[src/rtl/lpf_pkg.sv]
package lpf_pkg;

    localparam int unsigned LPF_DOMAINS = 4;
    localparam int unsigned LPF_BYTE_W  = 8;

    typedef enum logic [2:0] {
        ST_IDLE   = 3'd0,
        ST_NOTIFY = 3'd1,
        ST_PDOWN  = 3'd2,
        ST_FROZEN = 3'd3,
        ST_WAKE   = 3'd4
    } lpf_state_e;

endpackage

[src/rtl/lpf_fsm.sv]
module lpf_fsm
    import lpf_pkg::*;
#(
    parameter int unsigned N_DOM = LPF_DOMAINS
) (
    input  logic             clk,
    input  logic             rst_n,
    input  logic             req_i,
    input  logic [N_DOM-1:0] mask_i,
    input  logic             retain_i,
    input  logic             fifo_rdy_i,
    input  logic             wake_i,
    output lpf_state_e       state_o,
    output logic [N_DOM-1:0] mask_o,
    output logic             retain_o
);

    typedef struct packed {
        lpf_state_e       st;
        logic [N_DOM-1:0] mask;
        logic             retain;
    } fsm_regs_t;

    fsm_regs_t regs_d, regs_q;

    always_comb begin
        regs_d = regs_q;
        case (regs_q.st)
            ST_IDLE: begin
                if (req_i) begin
                    regs_d.st     = ST_NOTIFY;
                    regs_d.mask   = mask_i;
                    regs_d.retain = retain_i;
                end
            end
            ST_NOTIFY: begin
                if (fifo_rdy_i) begin
                    regs_d.st = ST_PDOWN;
                end
            end
            ST_PDOWN: begin
                regs_d.st = ST_FROZEN;
            end
            ST_FROZEN: begin
                if (wake_i) begin
                    regs_d.st = ST_WAKE;
                end
            end
            ST_WAKE: begin
                regs_d.st = ST_IDLE;
            end
            default: begin
                regs_d.st = ST_IDLE;
            end
        endcase
    end

    always_ff @(posedge clk) begin
        if (!rst_n) begin
            regs_q <= '{st: ST_IDLE, mask: '0, retain: 1'b0};
        end else begin
            regs_q <= regs_d;
        end
    end

    assign state_o  = regs_q.st;
    assign mask_o   = regs_q.mask;
    assign retain_o = regs_q.retain;

    AST_BUSY_REQ_KEEPS_MASK: assert property (@(posedge clk) disable iff (!rst_n)
        (req_i && regs_q.st != ST_IDLE) |=> (mask_o == $past(mask_o) && retain_o == $past(retain_o)))
        else $error("busy request altered captured options");

    AST_WAKE_ONLY_FROZEN: assert property (@(posedge clk) disable iff (!rst_n)
        (regs_q.st != ST_FROZEN && regs_q.st != ST_PDOWN) |=> (regs_q.st != ST_WAKE))
        else $error("wake state entered from wrong state");

endmodule

[src/rtl/lpf_domain_bank.sv]
module lpf_domain_bank
    import lpf_pkg::*;
#(
    parameter int unsigned N_DOM = LPF_DOMAINS
) (
    input  logic             clk,
    input  logic             rst_n,
    input  logic             fire_i,
    input  logic             release_i,
    input  logic [N_DOM-1:0] mask_i,
    output logic [N_DOM-1:0] strobe_o,
    output logic [N_DOM-1:0] hold_o
);

    for (genvar g = 0; g < N_DOM; g++) begin : g_dom
        logic hold_d, hold_q;

        always_comb begin
            hold_d = hold_q;
            if (release_i) begin
                hold_d = 1'b0;
            end else if (fire_i && mask_i[g]) begin
                hold_d = 1'b1;
            end
        end

        always_ff @(posedge clk) begin
            if (!rst_n) begin
                hold_q <= 1'b0;
            end else begin
                hold_q <= hold_d;
            end
        end

        assign strobe_o[g] = fire_i & mask_i[g];
        assign hold_o[g]   = hold_q;

        AST_HOLD_IN_MASK: assert property (@(posedge clk) disable iff (!rst_n)
            hold_q |-> mask_i[g])
            else $error("unselected domain held");
    end

endmodule

[src/rtl/lpf_abort_gate.sv]
module lpf_abort_gate (
    input  logic clk,
    input  logic rst_n,
    input  logic req_i,
    input  logic busy_i,
    output logic abort_o
);

    logic abort_d, abort_q;

    always_comb begin
        abort_d = req_i & busy_i;
    end

    always_ff @(posedge clk) begin
        if (!rst_n) begin
            abort_q <= 1'b0;
        end else begin
            abort_q <= abort_d;
        end
    end

    assign abort_o = abort_q;

endmodule

[src/rtl/lpf_seq.sv]
module lpf_seq
    import lpf_pkg::*;
#(
    parameter int unsigned            N_DOM       = LPF_DOMAINS,
    parameter int unsigned            BYTE_W      = LPF_BYTE_W,
    parameter logic [BYTE_W-1:0]      NOTIFY_CODE = 8'hE0
) (
    input  logic              clk,
    input  logic              rst_n,
    input  logic              req_i,
    input  logic [N_DOM-1:0]  req_mask_i,
    input  logic              retain_i,
    input  logic              fifo_rdy_i,
    input  logic              wake_i,
    output logic              fifo_vld_o,
    output logic [BYTE_W-1:0] fifo_byte_o,
    output logic [N_DOM-1:0]  pd_strobe_o,
    output logic [N_DOM-1:0]  pd_hold_o,
    output logic              req_abort_o,
    output logic              busy_o,
    output logic              frozen_o,
    output logic              exit_o,
    output logic              sram_keep_o,
    output logic              sram_invalid_o
);

    lpf_state_e       state;
    logic [N_DOM-1:0] cap_mask;
    logic             cap_retain;

    lpf_fsm #(.N_DOM(N_DOM)) fsm_i (
        .clk        (clk),
        .rst_n      (rst_n),
        .req_i      (req_i),
        .mask_i     (req_mask_i),
        .retain_i   (retain_i),
        .fifo_rdy_i (fifo_rdy_i),
        .wake_i     (wake_i),
        .state_o    (state),
        .mask_o     (cap_mask),
        .retain_o   (cap_retain)
    );

    lpf_domain_bank #(.N_DOM(N_DOM)) bank_i (
        .clk       (clk),
        .rst_n     (rst_n),
        .fire_i    (state == ST_PDOWN),
        .release_i (state == ST_WAKE),
        .mask_i    (cap_mask),
        .strobe_o  (pd_strobe_o),
        .hold_o    (pd_hold_o)
    );

    lpf_abort_gate abort_i (
        .clk     (clk),
        .rst_n   (rst_n),
        .req_i   (req_i),
        .busy_i  (busy_o),
        .abort_o (req_abort_o)
    );

    assign busy_o         = (state != ST_IDLE);
    assign fifo_vld_o     = (state == ST_NOTIFY);
    assign fifo_byte_o    = fifo_vld_o ? NOTIFY_CODE : '0;
    assign frozen_o       = (state == ST_FROZEN);
    assign exit_o         = (state == ST_WAKE);
    assign sram_keep_o    = cap_retain && (state == ST_PDOWN || state == ST_FROZEN);
    assign sram_invalid_o = exit_o && !cap_retain;

    AST_QUIET_WHILE_NOTIFY: assert property (@(posedge clk) disable iff (!rst_n)
        fifo_vld_o |-> (pd_strobe_o == '0 && pd_hold_o == '0))
        else $error("power-down during notify");

    AST_STROBE_AFTER_ACCEPT: assert property (@(posedge clk) disable iff (!rst_n)
        (pd_strobe_o != '0) |-> $past(fifo_vld_o && fifo_rdy_i))
        else $error("strobe without accepted byte");

    AST_EXIT_AFTER_WAKE: assert property (@(posedge clk) disable iff (!rst_n)
        exit_o |-> $past(frozen_o && wake_i))
        else $error("exit without wake in frozen");

    AST_EXIT_RELEASES: assert property (@(posedge clk) disable iff (!rst_n)
        exit_o |=> (pd_hold_o == '0 && !exit_o && !busy_o))
        else $error("holds not released after exit");

    AST_INVALID_WITH_EXIT: assert property (@(posedge clk) disable iff (!rst_n)
        sram_invalid_o |-> (exit_o && !$past(sram_keep_o)))
        else $error("sram invalid outside sleep exit");

endmodule

[config.mk]
export PLATFORM = sky130hd
export DESIGN_NAME = lpf_seq
export DESIGN_NICKNAME = d
export VERILOG_FILES = /design/src/rtl/lpf_pkg.sv /design/src/rtl/lpf_fsm.sv /design/src/rtl/lpf_domain_bank.sv /design/src/rtl/lpf_abort_gate.sv /design/src/rtl/lpf_seq.sv
export SDC_FILE = /design/constraint.sdc
export NUM_CORES = 1
export LEC_CHECK = 0
export ABC_AREA = 1
export BUFFER_PORTS_ARGS = -buffer_cell sky130_fd_sc_hd__buf_2
export CAP_MARGIN = 20
export CORE_MARGIN = 1.5
export CORE_UTILIZATION = 43
export CTS_BUF_LIST = sky130_fd_sc_hd__clkbuf_8
export DETAILED_ROUTE_END_ITERATION = 8
export MAX_ROUTING_LAYER = met4
export PLACE_DENSITY = 0.86
export SYNTH_ARGS = -nofsm -noshare
export SYNTH_HDL_FRONTEND = slang
export SYNTH_HIERARCHICAL = 1
export SYNTH_SLANG_ARGS = --single-unit
export TNS_END_PERCENT = 10
[constraint.sdc]
create_clock -name clk -period 1.3 [get_ports clk]
set_input_delay 0.39 -clock clk [delete_from_list [all_inputs] [get_ports clk]]
set_output_delay 0.39 -clock clk [all_outputs]
set_load 0.03 [all_outputs]
==> results.json <==
{
  "placed_area_um2": 866,
  "worstSkewPairLatency_ns": 0.25,
  "clk_pin_slew_worst_paths_ns": 0.05,
  "core_area_um2": 1540,
  "fin_crit_ns": 1.59,
  "antenna_found_initial": 0,
  "design_area_um2": 977,
  "cts_setup_buffers": 0,
  "wl_um": 1550,
  "first_iter_violations": 14,
  "die_x_um": 44.1,
  "hold_viol": 0,
  "drc_errors": 0,
  "antenna_cells": 0,
  "drv_cap": 0,
  "rows": 14,
  "grt_use_total": 0.170,
  "power_frac_seq": 0.286,
  "boundaryPins": 33,
  "cp-start-kind": "register",
  "dr_total_vias": 689,
  "setup_violations": 13,
  "hpwl_um": 1180,
  "syn2layout_area_growth_pct": 34.7,
  "p_leak_nw": 0.530,
  "viasPerCell": 4.69,
  "gp_congestion": 0.816,
  "use_met1": 0.153,
  "total_power_w": 0.00196,
  "gr-total-overflow": 0,
  "grt_pass1_wl_um": 2240,
  "postSynthAreaPerCell_um2": 7.11,
  "clkPwrFrac": 0.181,
  "fmax_mhz": 629,
  "violations": "negative setup slack",
  "rsz0062_at_grt": "true",
  "ys_types": 20,
  "port_buffers": 27,
  "grt_pass1_vias": 591,
  "fp.dieH_um": 44.1,
  "yosys_warnings": 6,
  "period_share": 1.22,
  "synth_area_um2": 726,
  "synthCells": 102,
  "grt_use_met2": 0.294,
  "outcome": "finished, violations left",
  "path_class": "reg2out",
  "fin_ws_ns": -0.290,
  "cts_tree": "built",
  "power_frac_comb": 0.532,
  "cts_htree_levels": 1,
  "cp_max_fo": 4,
  "ir_worst_vdd_uv": 1080,
  "crit_required_ns": 0.91,
  "cts.sink_count": 13,
  "p_sw_frac": 0.443,
  "ant_nets": 0,
  "fin_nets": 142,
  "grt_max_degree": 12,
  "intPower_w": 0.00109,
  "yosysSeqAreaShare": 0.359,
  "fin_worst_skew_ns": 0.00982,
  "wl_per_cell_um": 10.5,
  "cts-hold-fix-buffers": 0,
  "cp-end-kind": "output pin",
  "top_usage_layer": "met2",
  "p_switching_w": 0.000867,
  "dieArea_um2": 1940,
  "clk_path_buf_depth": 2,
  "cts-root-buf": "clkbuf_8",
  "slew_viol_final": 0,
  "power_density_nw_per_um2": 2000,
  "drt_pass1_iterations": 4,
  "drive_above_1_share": 0.466,
  "grtUsageMet3": 0.0327,
  "critical_path_arrival_ns": 1.20,
  "start_util": 0.471,
  "min_path_type": "in2reg",
  "numCtsBuffers": 3,
  "synth-seq-cells": 13
}
## state kept, by name, summed over array words and instances (netlist names)
register	flops
abort_i/abort_o	1
fsm_i/retain_o	1
fsm_i/mask_o	4
bank_i/g_dom.hold_q	4
fsm_i/state_o	3
## power groups by stage
stage	Clock (W)	Combinational, W	Sequential [W]
after floorplan	0	0.000734	0.000591
after global placement	0	0.000902	0.000554
after detailed placement	0	0.000932	0.000558
after CTS	0.000367	0.00101	0.000556
after global routing	0.000384	0.00111	0.000568
final	0.000355	0.00104	0.000561
## critical path, cell delays in order (launching register included)
cell	delay (ns)
dfxtp_4	0.38
buf_4	0.13
inv_4	0.03
nor3_4	0.21
buf_4	0.20
## cells by family after synthesis
kind of cell           synth area share
buffers and inverters             0.274
other                           0.00517
AND/OR/NAND/NOR                   0.248
flip-flops                        0.359
AO/OA/AOI/OAI                     0.114
## area by class of cell
class / instances / area (µm²)
Fill cell: 130 / 564
Multi-Input combinational cell: 54 / 310
Sequential cell: 13 / 267
Timing Repair Buffer: 34 / 235
Inverter: 26 / 100
Clock buffer: 3 / 41.3
Tap cell: 16 / 20.0
Clock inverter: 1 / 3.75
## per-layer routing
metal | up-vias | share of wire
met5 | - | 0
met4 | 0 | 0.031
met3 | 6 | 0.056
met2 | 27 | 0.53
met1 | 312 | 0.38
li1 | 344 | -
## cell usage after synthesis
| cell | n | area, µm² |
|---|---|---|
| a21oi_2 | 1 | 8.76 |
| nor3_1 | 1 | 5.00 |
| nor3b_2 | 1 | 12.5 |
| o21ai_1 | 5 | 25.0 |
| nand4_1 | 1 | 6.26 |
| nor2_4 | 1 | 11.3 |
| nand2_1 | 14 | 52.6 |
| nor2_2 | 4 | 25.0 |
| nand3_1 | 2 | 10.0 |
| buf_6 | 1 | 11.3 |
| nor2_1 | 5 | 18.8 |
| o21ai_2 | 1 | 8.76 |
| nand2_2 | 2 | 12.5 |
| dfxtp_1 | 13 | 260 |
| a21oi_1 | 8 | 40.0 |
| conb_1 | 1 | 3.75 |
| nand3_2 | 2 | 20.0 |
| and2_1 | 1 | 6.26 |
| inv_1 | 26 | 97.6 |
| buf_4 | 12 | 90.1 |
## what timing repair did
action                     4_1_cts  5_1_grt
gates cloned                     0        0
gates resized for setup         17        7
pin swaps                        0        1
setup endpoints to repair       13       13
## cell usage in the layout (no fill, tap or decap), types with 4 or more instances in the layout
master   Yosys  layout
o21ai_1      5       5
nand2_1     14      13
nor2_2       4       4
conb_1       1       5
buf_4       12      16
buf_6        1       4
buf_2        0      14
inv_2        0       4
a21oi_1      8       8
dfxtp_1     13      10
inv_1       26      22
## worst paths after layout
check / slack [ns] / depth (start not counted) / start / end
worst max-delay path: -0.29 / 4 / fsm_i/state_o[0] / fifo_byte_o[7]
worst min-delay path: 0.42 / 3 / req_mask_i[0] / fsm_i/mask_o[0]
worst max register to register: 0.08 / 5 / fsm_i/state_o[2] / fsm_i/retain_o
worst min register to register: 0.45 / 2 / bank_i/g_dom[0].hold_q / bank_i/g_dom[0].hold_q
## stage by stage
step | worst slack, ns | instances | utilization | hold WS (ns) | setup TNS, ns
2_1_floorplan | -0.112 | 106 | - | 0.424 | -0.662
3_3_place_gp | -0.0482 | 143 | 0.562 | 0.433 | -0.169
3_5_place_dp | -0.107 | 143 | 0.562 | 0.439 | -0.442
4_1_cts | -0.285 | 147 | 0.622 | 0.408 | -3.31
5_1_grt | -0.328 | 147 | 0.634 | 0.417 | -3.78
6_report | -0.290 | 147 | 0.634 | 0.417 | -3.15
Note: power is estimated with default switching activity, not from simulation.
